$ cat src/rtl/wp_pkg.sv
// Package: shared types for the serial track write path.
// Assumes: one sync bit leads every character slot.
package wp_pkg;
    typedef enum logic [1:0] {
        WP_IDLE = 2'd0,
        WP_DATA = 2'd1,
        WP_GAP  = 2'd2,
        WP_LAST = 2'd3
    } wp_mode_e;
endpackage

$ cat src/rtl/wp_digit_ring.sv
// Module: digit position counter for one character slot.
// Counts bit-times 0..SLOTS-1 and wraps; clr forces position 0.
// Assumes: clr and step are single-clock qualifiers from the controller.
module wp_digit_ring #(
    parameter int SLOTS = 9,
    localparam int PW   = $clog2(SLOTS)
) (
    input  logic          clk,
    input  logic          rst_n,
    input  logic          clr,
    input  logic          step,
    output logic [PW-1:0] pos,
    output logic          at_last
);
    localparam logic [PW-1:0] LAST_POS = PW'(SLOTS - 1);

    assign at_last = (pos == LAST_POS);

    // Advance the slot position on each bit-time, wrapping after the last digit.
    always_ff @(posedge clk) begin
        if (!rst_n) begin
            pos <= '0;
        end else if (clr) begin
            pos <= '0;
        end else if (step) begin
            pos <= at_last ? '0 : pos + PW'(1);
        end
    end
endmodule

$ cat src/rtl/wp_hold_reg.sv
// Module: host character holding register with a full flag.
// A load wins over a same-cycle take; take frees the register.
// Assumes: the host only loads while requested.
module wp_hold_reg #(
    parameter int DATA_W = 8
) (
    input  logic              clk,
    input  logic              rst_n,
    input  logic              load,
    input  logic [DATA_W-1:0] load_data,
    input  logic              take,
    output logic [DATA_W-1:0] q,
    output logic              full
);
    // Capture host data and track occupancy.
    always_ff @(posedge clk) begin
        if (!rst_n) begin
            q    <= '0;
            full <= 1'b0;
        end else if (load) begin
            q    <= load_data;
            full <= 1'b1;
        end else if (take) begin
            full <= 1'b0;
        end
    end
endmodule

$ cat src/rtl/wp_serializer.sv
// Module: shift register and registered write-bus driver.
// On each tick drives sync or the next data bit (MSB first) when emit is set,
// otherwise blanks the bus. A load replaces the shift contents.
// Assumes: load never needs the value being shifted in the same cycle.
module wp_serializer #(
    parameter int   DATA_W     = 8,
    parameter logic SYNC_LEVEL = 1'b1
) (
    input  logic              clk,
    input  logic              rst_n,
    input  logic              tick,
    input  logic              emit,
    input  logic              sync_slot,
    input  logic              load,
    input  logic [DATA_W-1:0] load_data,
    output logic              wr_bit,
    output logic              wr_gate
);
    logic [DATA_W-1:0] sr_q;

    // Drive the write bus once per bit-time.
    always_ff @(posedge clk) begin
        if (!rst_n) begin
            wr_bit  <= 1'b0;
            wr_gate <= 1'b0;
        end else if (tick) begin
            wr_gate <= emit;
            wr_bit  <= emit & (sync_slot ? SYNC_LEVEL : sr_q[DATA_W-1]);
        end
    end

    // Load a new character or shift out the bit just driven.
    always_ff @(posedge clk) begin
        if (!rst_n) begin
            sr_q <= '0;
        end else if (load) begin
            sr_q <= load_data;
        end else if (tick && emit && !sync_slot) begin
            sr_q <= {sr_q[DATA_W-2:0], 1'b0};
        end
    end
endmodule

$ cat src/rtl/wp_serial_writer.sv
// Module: serial track write path with check-area sync-gap insertion (top).
// Sequences data slots, a blank gap slot at check-area entry, and the final
// character slot; requests host characters and flags underruns.
// Assumes: bit_tick is one clock wide; wr_start arrives only when idle.
module wp_serial_writer #(
    parameter int DATA_W = 8
) (
    input  logic              clk,
    input  logic              rst_n,
    input  logic              bit_tick,
    input  logic              wr_start,
    input  logic              chk_area,
    input  logic              host_load,
    input  logic [DATA_W-1:0] host_data,
    output logic              svc_req,
    output logic              wr_bit,
    output logic              wr_gate,
    output logic              gap_active,
    output logic              lead_active,
    output logic              underrun,
    output logic              done
);
    import wp_pkg::*;

    localparam int SLOTS = DATA_W + 1;
    localparam int PW    = $clog2(SLOTS);

    wp_mode_e          mode_q;
    logic [PW-1:0]     pos;
    logic              at_last;
    logic [DATA_W-1:0] hold_q;
    logic              hold_full;
    logic              tick_live;
    logic              slot_end;
    logic              start_go;
    logic              enter_gap;
    logic              xfer;
    logic              emit;

    // Decode slot events from mode, position and inputs.
    always_comb begin
        tick_live = bit_tick && (mode_q != WP_IDLE);
        slot_end  = tick_live && at_last;
        start_go  = wr_start && (mode_q == WP_IDLE);
        enter_gap = slot_end && (mode_q == WP_DATA) && chk_area;
        xfer      = start_go
                  || (slot_end && (mode_q == WP_DATA) && !chk_area)
                  || (slot_end && (mode_q == WP_GAP));
        emit      = (mode_q == WP_DATA) || (mode_q == WP_LAST);
    end

    assign svc_req     = (mode_q == WP_DATA) && !hold_full;
    assign gap_active  = (mode_q == WP_GAP);

    wp_digit_ring #(.SLOTS(SLOTS)) u_ring (
        .clk     (clk),
        .rst_n   (rst_n),
        .clr     (start_go || enter_gap),
        .step    (tick_live),
        .pos     (pos),
        .at_last (at_last)
    );

    wp_hold_reg #(.DATA_W(DATA_W)) u_hold (
        .clk       (clk),
        .rst_n     (rst_n),
        .load      (host_load),
        .load_data (host_data),
        .take      (xfer),
        .q         (hold_q),
        .full      (hold_full)
    );

    wp_serializer #(.DATA_W(DATA_W), .SYNC_LEVEL(1'b1)) u_ser (
        .clk       (clk),
        .rst_n     (rst_n),
        .tick      (bit_tick),
        .emit      (emit),
        .sync_slot (pos == '0),
        .load      (xfer),
        .load_data (hold_full ? hold_q : '0),
        .wr_bit    (wr_bit),
        .wr_gate   (wr_gate)
    );

    // Mode sequencing: idle -> data slots -> gap -> last character -> idle.
    always_ff @(posedge clk) begin
        if (!rst_n) begin
            mode_q <= WP_IDLE;
        end else begin
            unique case (mode_q)
                WP_IDLE: if (start_go)  mode_q <= WP_DATA;
                WP_DATA: if (enter_gap) mode_q <= WP_GAP;
                WP_GAP:  if (slot_end)  mode_q <= WP_LAST;
                WP_LAST: if (slot_end)  mode_q <= WP_IDLE;
                default:                mode_q <= WP_IDLE;
            endcase
        end
    end

    // Lead flag: set at start, cleared when the last character is transferred.
    always_ff @(posedge clk) begin
        if (!rst_n) begin
            lead_active <= 1'b0;
        end else if (start_go) begin
            lead_active <= 1'b1;
        end else if (slot_end && (mode_q == WP_GAP)) begin
            lead_active <= 1'b0;
        end
    end

    // Underrun: sticky per write cycle, set on a transfer from an empty register.
    always_ff @(posedge clk) begin
        if (!rst_n) begin
            underrun <= 1'b0;
        end else if (start_go) begin
            underrun <= !hold_full;
        end else if (xfer && !hold_full) begin
            underrun <= 1'b1;
        end
    end

    // Done: one-clock pulse at the end of the last character slot.
    always_ff @(posedge clk) begin
        if (!rst_n) begin
            done <= 1'b0;
        end else begin
            done <= slot_end && (mode_q == WP_LAST);
        end
    end
endmodule

$ cat config.mk
export PLATFORM = sky130hd
export DESIGN_NAME = wp_serial_writer
export DESIGN_NICKNAME = d
export VERILOG_FILES = /design/src/rtl/wp_pkg.sv /design/src/rtl/wp_digit_ring.sv /design/src/rtl/wp_hold_reg.sv /design/src/rtl/wp_serializer.sv /design/src/rtl/wp_serial_writer.sv
export SDC_FILE = /design/constraint.sdc
export NUM_CORES = 1
export LEC_CHECK = 0
export BUFFER_PORTS_ARGS = -buffer_cell sky130_fd_sc_hd__clkbuf_2
export CELL_PAD_IN_SITES_DETAIL_PLACEMENT = 0
export CELL_PAD_IN_SITES_GLOBAL_PLACEMENT = 1
export CORE_UTILIZATION = 40
export DETAILED_ROUTE_END_ITERATION = 12
export PLACE_DENSITY = 0.79
export REMOVE_ABC_BUFFERS = 1
export SLEW_MARGIN = 20
export SYNTH_ARGS = -nofsm -noshare
export SYNTH_HDL_FRONTEND = slang
export SYNTH_HIERARCHICAL = 1
export SYNTH_SLANG_ARGS = --single-unit
$ cat constraint.sdc
create_clock -name clk -period 1.95 [get_ports clk]
set_input_delay 0.195 -clock clk [delete_from_list [all_inputs] [get_ports clk]]
set_output_delay 0.195 -clock clk [all_outputs]
set_load 0.005 [all_outputs]
; Yosys cells after proc, flatten, opt, wreduce, memory -nomap -nowiden
; Cells that the tools add are included.
[totals]
romBits = 0
register_bits = 28
mem_count = 0
inputBits = 14
output_inout_bits = 7
elab_cells = 65
ram_bits = 0
latchBits = 0
[op_classes]
n_bitwise = 2
mux = 16
shift = 0
add_sub_neg = 1
n_div = 0
n_eq_ne = 8
multipliers = 0
order_cmp = 0
reduce_logical = 28
[op_table]
columns = op, n
row1 = 8-bit 2-to-1 mux, 3
row2 = 1-bit logical AND, 12
row3 = 2-bit nonzero test, 5
row4 = 2-bit 2-to-1 mux, 4
row5 = 2-bit case mux with 4 select lines, 1
row6 = 1-bit 2-to-1 mux, 7
row7 = 2-bit inequality test (second input constant), 3
row8 = 4-bit by 1-bit adder with 4-bit output (second input constant), 1
row9 = 2-bit == test (second input constant), 2
row10 = 4-bit == test (second input constant), 1
row11 = 4-bit zero test, 1
row12 = 1-bit logical OR, 4
row13 = 4-bit 2-to-1 mux, 1
row14 = 4-bit AND reduction, 1
row15 = 1-bit zero test, 3
row16 = 2-bit by 1-bit == test with 1-bit output (second input constant), 1
row17 = 2-bit zero test, 1
row18 = 2-bit by 1-bit inequality test with 1-bit output (second input constant), 1
row19 = 2-bit OR reduction, 1
row20 = 1-bit AND, 1
row21 = 1-bit inverter, 1

; Depth between registers and ports, before layout
[depth]
word_depth = 10
ltp_mapped = 10

; Modules after synthesis
; Netlist, hierarchy kept.
[by_module_without_submodules]
columns = module, area_per_inst_um2, instances, cells_per_inst, seq_area_each_um2
row1 = wp_serializer, 474.2, 1, 51, 200.2
row2 = wp_serial_writer, 411.6, 1, 49, 100.1
row3 = wp_hold_reg, 335.3, 1, 28, 180.2
row4 = wp_digit_ring, 198.9, 1, 21, 80.1

; Worst setup path after synthesis
; No wires, ideal clock.
[synth_path]
kind = reg2reg
from = register mode_q[0]
to = register u_ser.sr_q[1]
setup_time_ns = 0.122
n_path_buf = 1
arrival_time_ns = 1.641
setup_slack_ns = 0.187
required_time_ns = 1.828
stages_incl_launch_ff = 10
path_cell_list = dfxtp_1 inv_1 ha_1 and3b_2 o21ai_2 nand2_1 buf_2 inv_1 o21ai_0 a21oi_2
[synth_between]
elab_chain_len = 8
[synth_lines]
columns = item, line_no
row1 = "start, declared", wp_serial_writer.sv:28  ; wp_mode_e mode_q;
row2 = "start signal, assigned", wp_serial_writer.sv:89  ; mode_q <= WP_IDLE;
row3 = "start signal, assigned", wp_serial_writer.sv:92  ; WP_IDLE: if (start_go) mode_q <= WP_DATA;
row4 = "start signal, assigned", wp_serial_writer.sv:93  ; WP_DATA: if (enter_gap) mode_q <= WP_GAP;
row5 = 2-bit nonzero test, wp_serial_writer.sv:42  ; tick_live = bit_tick && (mode_q != WP_IDLE);
row6 = 1-bit logical AND, wp_serial_writer.sv:42
row7 = 1-bit logical AND, wp_serial_writer.sv:43  ; slot_end = tick_live && at_last;
row8 = 1-bit logical AND (2 in a row), wp_serial_writer.sv:47  ; || (slot_end && (mode_q == WP_DATA) && !chk_area)
row9 = 1-bit logical OR, wp_serial_writer.sv:47
row10 = 1-bit logical OR (*), wp_serial_writer.sv:48  ; || (slot_end && (mode_q == WP_GAP));
row11 = named net xfer, wp_serial_writer.sv:37  ; logic xfer;
row12 = 8-bit 2-to-1 mux or 2-bit nonzero test (tied branches), n/a
row13 = "end signal, assigned", wp_serializer.sv:37  ; sr_q <= load_data;
row14 = "end signal, assigned", wp_serializer.sv:39  ; sr_q <= {sr_q[DATA_W-2:0], 1'b0};
row15 = "end, declared", wp_serializer.sv:19  ; logic [DATA_W-1:0] sr_q;
; Mark *: on every way through the listed nets, which the timed path passes. The rest lies on a longest branch.
; A chain may end at the register's enable or synchronous reset.

; Worst setup path in the final report
[layout_path]
from = register u_ring.pos[0]
to = register u_ring.pos[0]
[layout_between]
elab_chain_len = 6
[layout_lines]
columns = item, line_no
row1 = "start, declared", wp_digit_ring.sv:12  ; output logic [PW-1:0] pos,
row2 = "start signal, assigned", wp_digit_ring.sv:26  ; pos <= at_last ? '0 : pos + PW'(1);
row3 = 4-bit == test (*), wp_digit_ring.sv:17  ; assign at_last = (pos == LAST_POS);
row4 = named net at_last, wp_serial_writer.sv:30  ; logic at_last;
row5 = 1-bit logical AND, wp_serial_writer.sv:43
row6 = 1-bit logical AND (2 in a row), wp_serial_writer.sv:45  ; enter_gap = slot_end && (mode_q == WP_DATA) && chk_area;
row7 = 1-bit logical OR, wp_serial_writer.sv:58  ; .clr (start_go || enter_gap),
row8 = 2-bit OR reduction (no source line), n/a
; Marks and branches as above.

==> impl_metrics.py <==
metrics = {
    "worst_setup_path": {
        "r2r-end": "u_ring/pos[0]",
        "crit_family": "simple AND/OR/NAND/NOR gates",
        "start_kind": "flip-flop",
        "worstPathRequired_ns": 2.22,
        "reg2reg_depth": 9,
        "crit_buf_inv": 1,
        "end_kind": "flip-flop",
        "worstPathCellList": "inv_1 > ha_1 > and3b_1 > and3b_2 > nand3_1 > nand2_1 > or2b_2 > a21o_1 > nor2_1",
        "rr_startpoint": "u_ring/pos[0]",
        "cp_num_cells": 9,
        "rrSetupSlack_ns": 0.13,
        "worstPathArrival_ns": 2.09,
        "critPathMaxStageDelay_ns": 0.39,
        "cpMaxStageDelayCell": "dfxtp_4",
        "path_class": "flip-flop to flip-flop",
        "worstPathMaxFanout": 5,
    },
    "place": {
        "port_buffers": 20,
        "gp_congestion": 0.791,
        "placed_cells": 213,
        "hpwlAfterDp_mm": 1.83,
    },
    "timing": {
        "setup_violations": 0,
        "maxSlewViolCount": 0,
        "report.final.hold_viol_count": 0,
        "rsz0062_at_grt": "false",
        "worst_pin_slew_ns": 0.457,
        "setup_tns_ns": 0,
        "fin_skew_ns": 0.0102,
        "maxSlewHeadroom_pct": 69.3,
        "fin_crit_ns": 1.82,
        "timing.fmax_mhz": 549,
        "min_period_over_period_pct": 93.3,
    },
    "synthesis": {
        "synth_edf_count": 0,
        "synthTopCellsByCount": "dfxtp_1, nand2_1, a21oi_2",
        "synthAdderAreaFrac_pct": 6.17,
        "netlist-cell-type-count": 36,
        "yosysWarnings": 6,
        "syn_inst": 149,
        "mappedNetlistArea_mm2": 0.00142,
        "synth_mux_area_share_pct": 8.46,
        "synth_top_area_share_pct": 39.5,
        "post_synth_and_or_nand_nor_area_fraction_pct": 22.6,
        "post_synth_xor_area_fraction_pct": 1.85,
        "synth-seq-cells": 28,
        "synth_compound_area_share_pct": 18.2,
        "yosys-top-cells-area": "dfxtp_1, a21oi_2, mux2i_1",
        "synthFlopType": "dfxtp_1",
        "yosysMostFrequentCell": "dfxtp_1",
        "synth_top_family_by_area": "simple AND/OR/NAND/NOR gates",
        "async_flop_share_pct": 0,
        "ys_seq_area_share_pct": 39.5,
        "syn_area_per_cell_um2": 9.53,
        "yosys.area.top_type": "dfxtp_1",
    },
    "run": {
        "max-cap-violations": 0,
    },
    "min_path": {
        "hold_depth": 3,
        "hold_end": "u_hold/q[3]",
        "min_from": "host_data[3]",
        "hold_class": "input port to flip-flop",
    },
    "floorplan": {
        "die_y_um": 61.6,
        "core-area_mm2": 0.00336,
        "die_w_um": 61.6,
        "io_pins": 21,
        "die_area_mm2": 0.00379,
        "rows": 21,
        "initial_utilization_pct": 42.2,
    },
    "grt": {
        "grt.overflow.total": 0,
        "grt_pass1_wl_mm": 3.98,
        "grt_max_degree": 28,
        "grt_usage_pct": 14.1,
        "antenna_found_initial": 0,
        "grt_pass1_vias": 909,
    },
    "cells_and_area": {
        "ff_latch_area_um2": 566,
        "area_growth_pct": 13.7,
        "fin_util_pct": 48.0,
        "nets": 195,
        "stdcell_count": 219,
        "diodes": 0,
        "fill_cells": 357,
        "drive_gt1_share_pct": 30.1,
        "multi_input_area_um2": 813,
    },
    "pwr": {
        "leakage_nw": 0.686,
        "power.density_mw_per_mm2": 1010,
        "vdd_drop_max_uv": 689,
    },
    "cts": {
        "htree_num_levels": 1,
        "cts_buffer_depth": 2,
        "clk_pin_slew_ns": 0.15,
        "root_buffer": "clkbuf_4",
        "clock-sinks": 28,
        "worstSkewPairLatency_ns": 0.33,
        "cts_tree": "yes",
        "cts_hold_buf": 0,
        "cts_buffers": 3,
    },
    "detailed_routing": {
        "wl_per_cell_um": 11.1,
        "met1Wirelength_mm": 1.29,
        "drt-total-wl_mm": 2.44,
        "top_layer": "met4",
        "first_pass_iters": 4,
        "final_antenna_net_count": 0,
        "vias": 1014,
        "remaining_drc_errors": 0,
        "drtIter0Drc": 33,
        "route.met2.wl_mm": 1.09,
        "avgViaCountPerCell": 4.63,
        "met3_length_um": 41,
    },
    "outcome": {
        "outcome": "completed",
    },
}
-- metal layers --
layer	up-vias	global-route usage, %
li1	554	-
met1	448	18.9
met2	10	22.4
met3	2	1.89
met4	0	6.67
met5	-	0
-- registers in the layout, summed over array words and instances, names as in the netlist --
name	flops
done	1
lead_active	1
mode_q	2
u_hold/full	1
u_hold/q	8
u_ring/pos	4
u_ser/sr_q	8
u_ser/wr_bit	1
u_ser/wr_gate	1
underrun	1
-- worst max-delay path by stage --
stage,from,to,slack [ns]
after floorplan,mode_q[0],u_ser/sr_q[1],0.13
after global placement,u_ring/pos[0],u_ring/pos[2],0.12
after detailed placement,u_ring/pos[0],u_ring/pos[2],0.07
after CTS,u_ring/pos[0],u_ring/pos[2],0.03
after global routing,u_ring/pos[0],u_ring/pos[2],0.003
final,u_ring/pos[0],u_ring/pos[0],0.13
-- tightest hold or removal path, cell delays in order --
cell and delay, ns:
clkbuf_2 0.08, mux2i_1 0.06, nor2b_1 0.09
-- logic make-up (layout without fill, tap and decap cells) --
family                     Yosys count  in the layout
xor gates and xnor gates             3              3
muxes                               12             12
DFF                                 28             28
AOI/OAI and AO/OA                   33             33
and+or+nand+nor                     58             58
adders and majority gates            7              7
buffers and inverters                8             32
-- metrics by stage --
step | setup WS [ns] | instance area (um2) | power [mW] | hold slack [ns]
3_3_place_gp | 0.120 | 1560 | 1.33 | 0.446
6_report | 0.130 | 1610 | 1.62 | 0.118
3_5_place_dp | 0.0712 | 1560 | 1.35 | 0.449
5_1_grt | 0.00337 | 1610 | 1.75 | 0.116
4_1_cts | 0.0281 | 1590 | 1.64 | 0.105
2_1_floorplan | 0.128 | 1390 | 1.19 | 0.313
-- cells in the final DEF (no fill, tap or decap), types with 2 or more instances in the layout --
cell,instances
nand3_1,2
dfxtp_1,26
a21oi_2,14
a21boi_0,2
inv_1,5
o21ai_0,8
and2_1,8
nand2_1,18
clkbuf_4,3
a21o_1,2
nor2_1,5
clkbuf_2,20
and3b_1,2
xor2_1,2
mux2i_1,12
nor2b_1,12
buf_4,3
ha_1,7
-- cell type report --
type | count | share of cell area, %
Sequential cell | 28 | 35.0
Inverter | 5 | 1.16
Multi-Input combinational cell | 113 | 50.4
Clock buffer | 4 | 2.25
Tap cell | 46 | 3.57
Timing Repair Buffer | 23 | 7.60
-- repair_timing --
action                                  CTS  global route
resized for setup                         0             3
buffers inserted                          0             2
endpoints found under the hold margin     0             0
endpoints found under the setup margin    0            11
-- where the power goes --
| part | internal, mW | switching, mW |
|---|---|---|
| Sequential | 0.669 | 0.0694 |
| Combinational | 0.277 | 0.327 |
| Clock | 0.114 | 0.168 |
No activity file was read; power rests on OpenSTA's default activity.
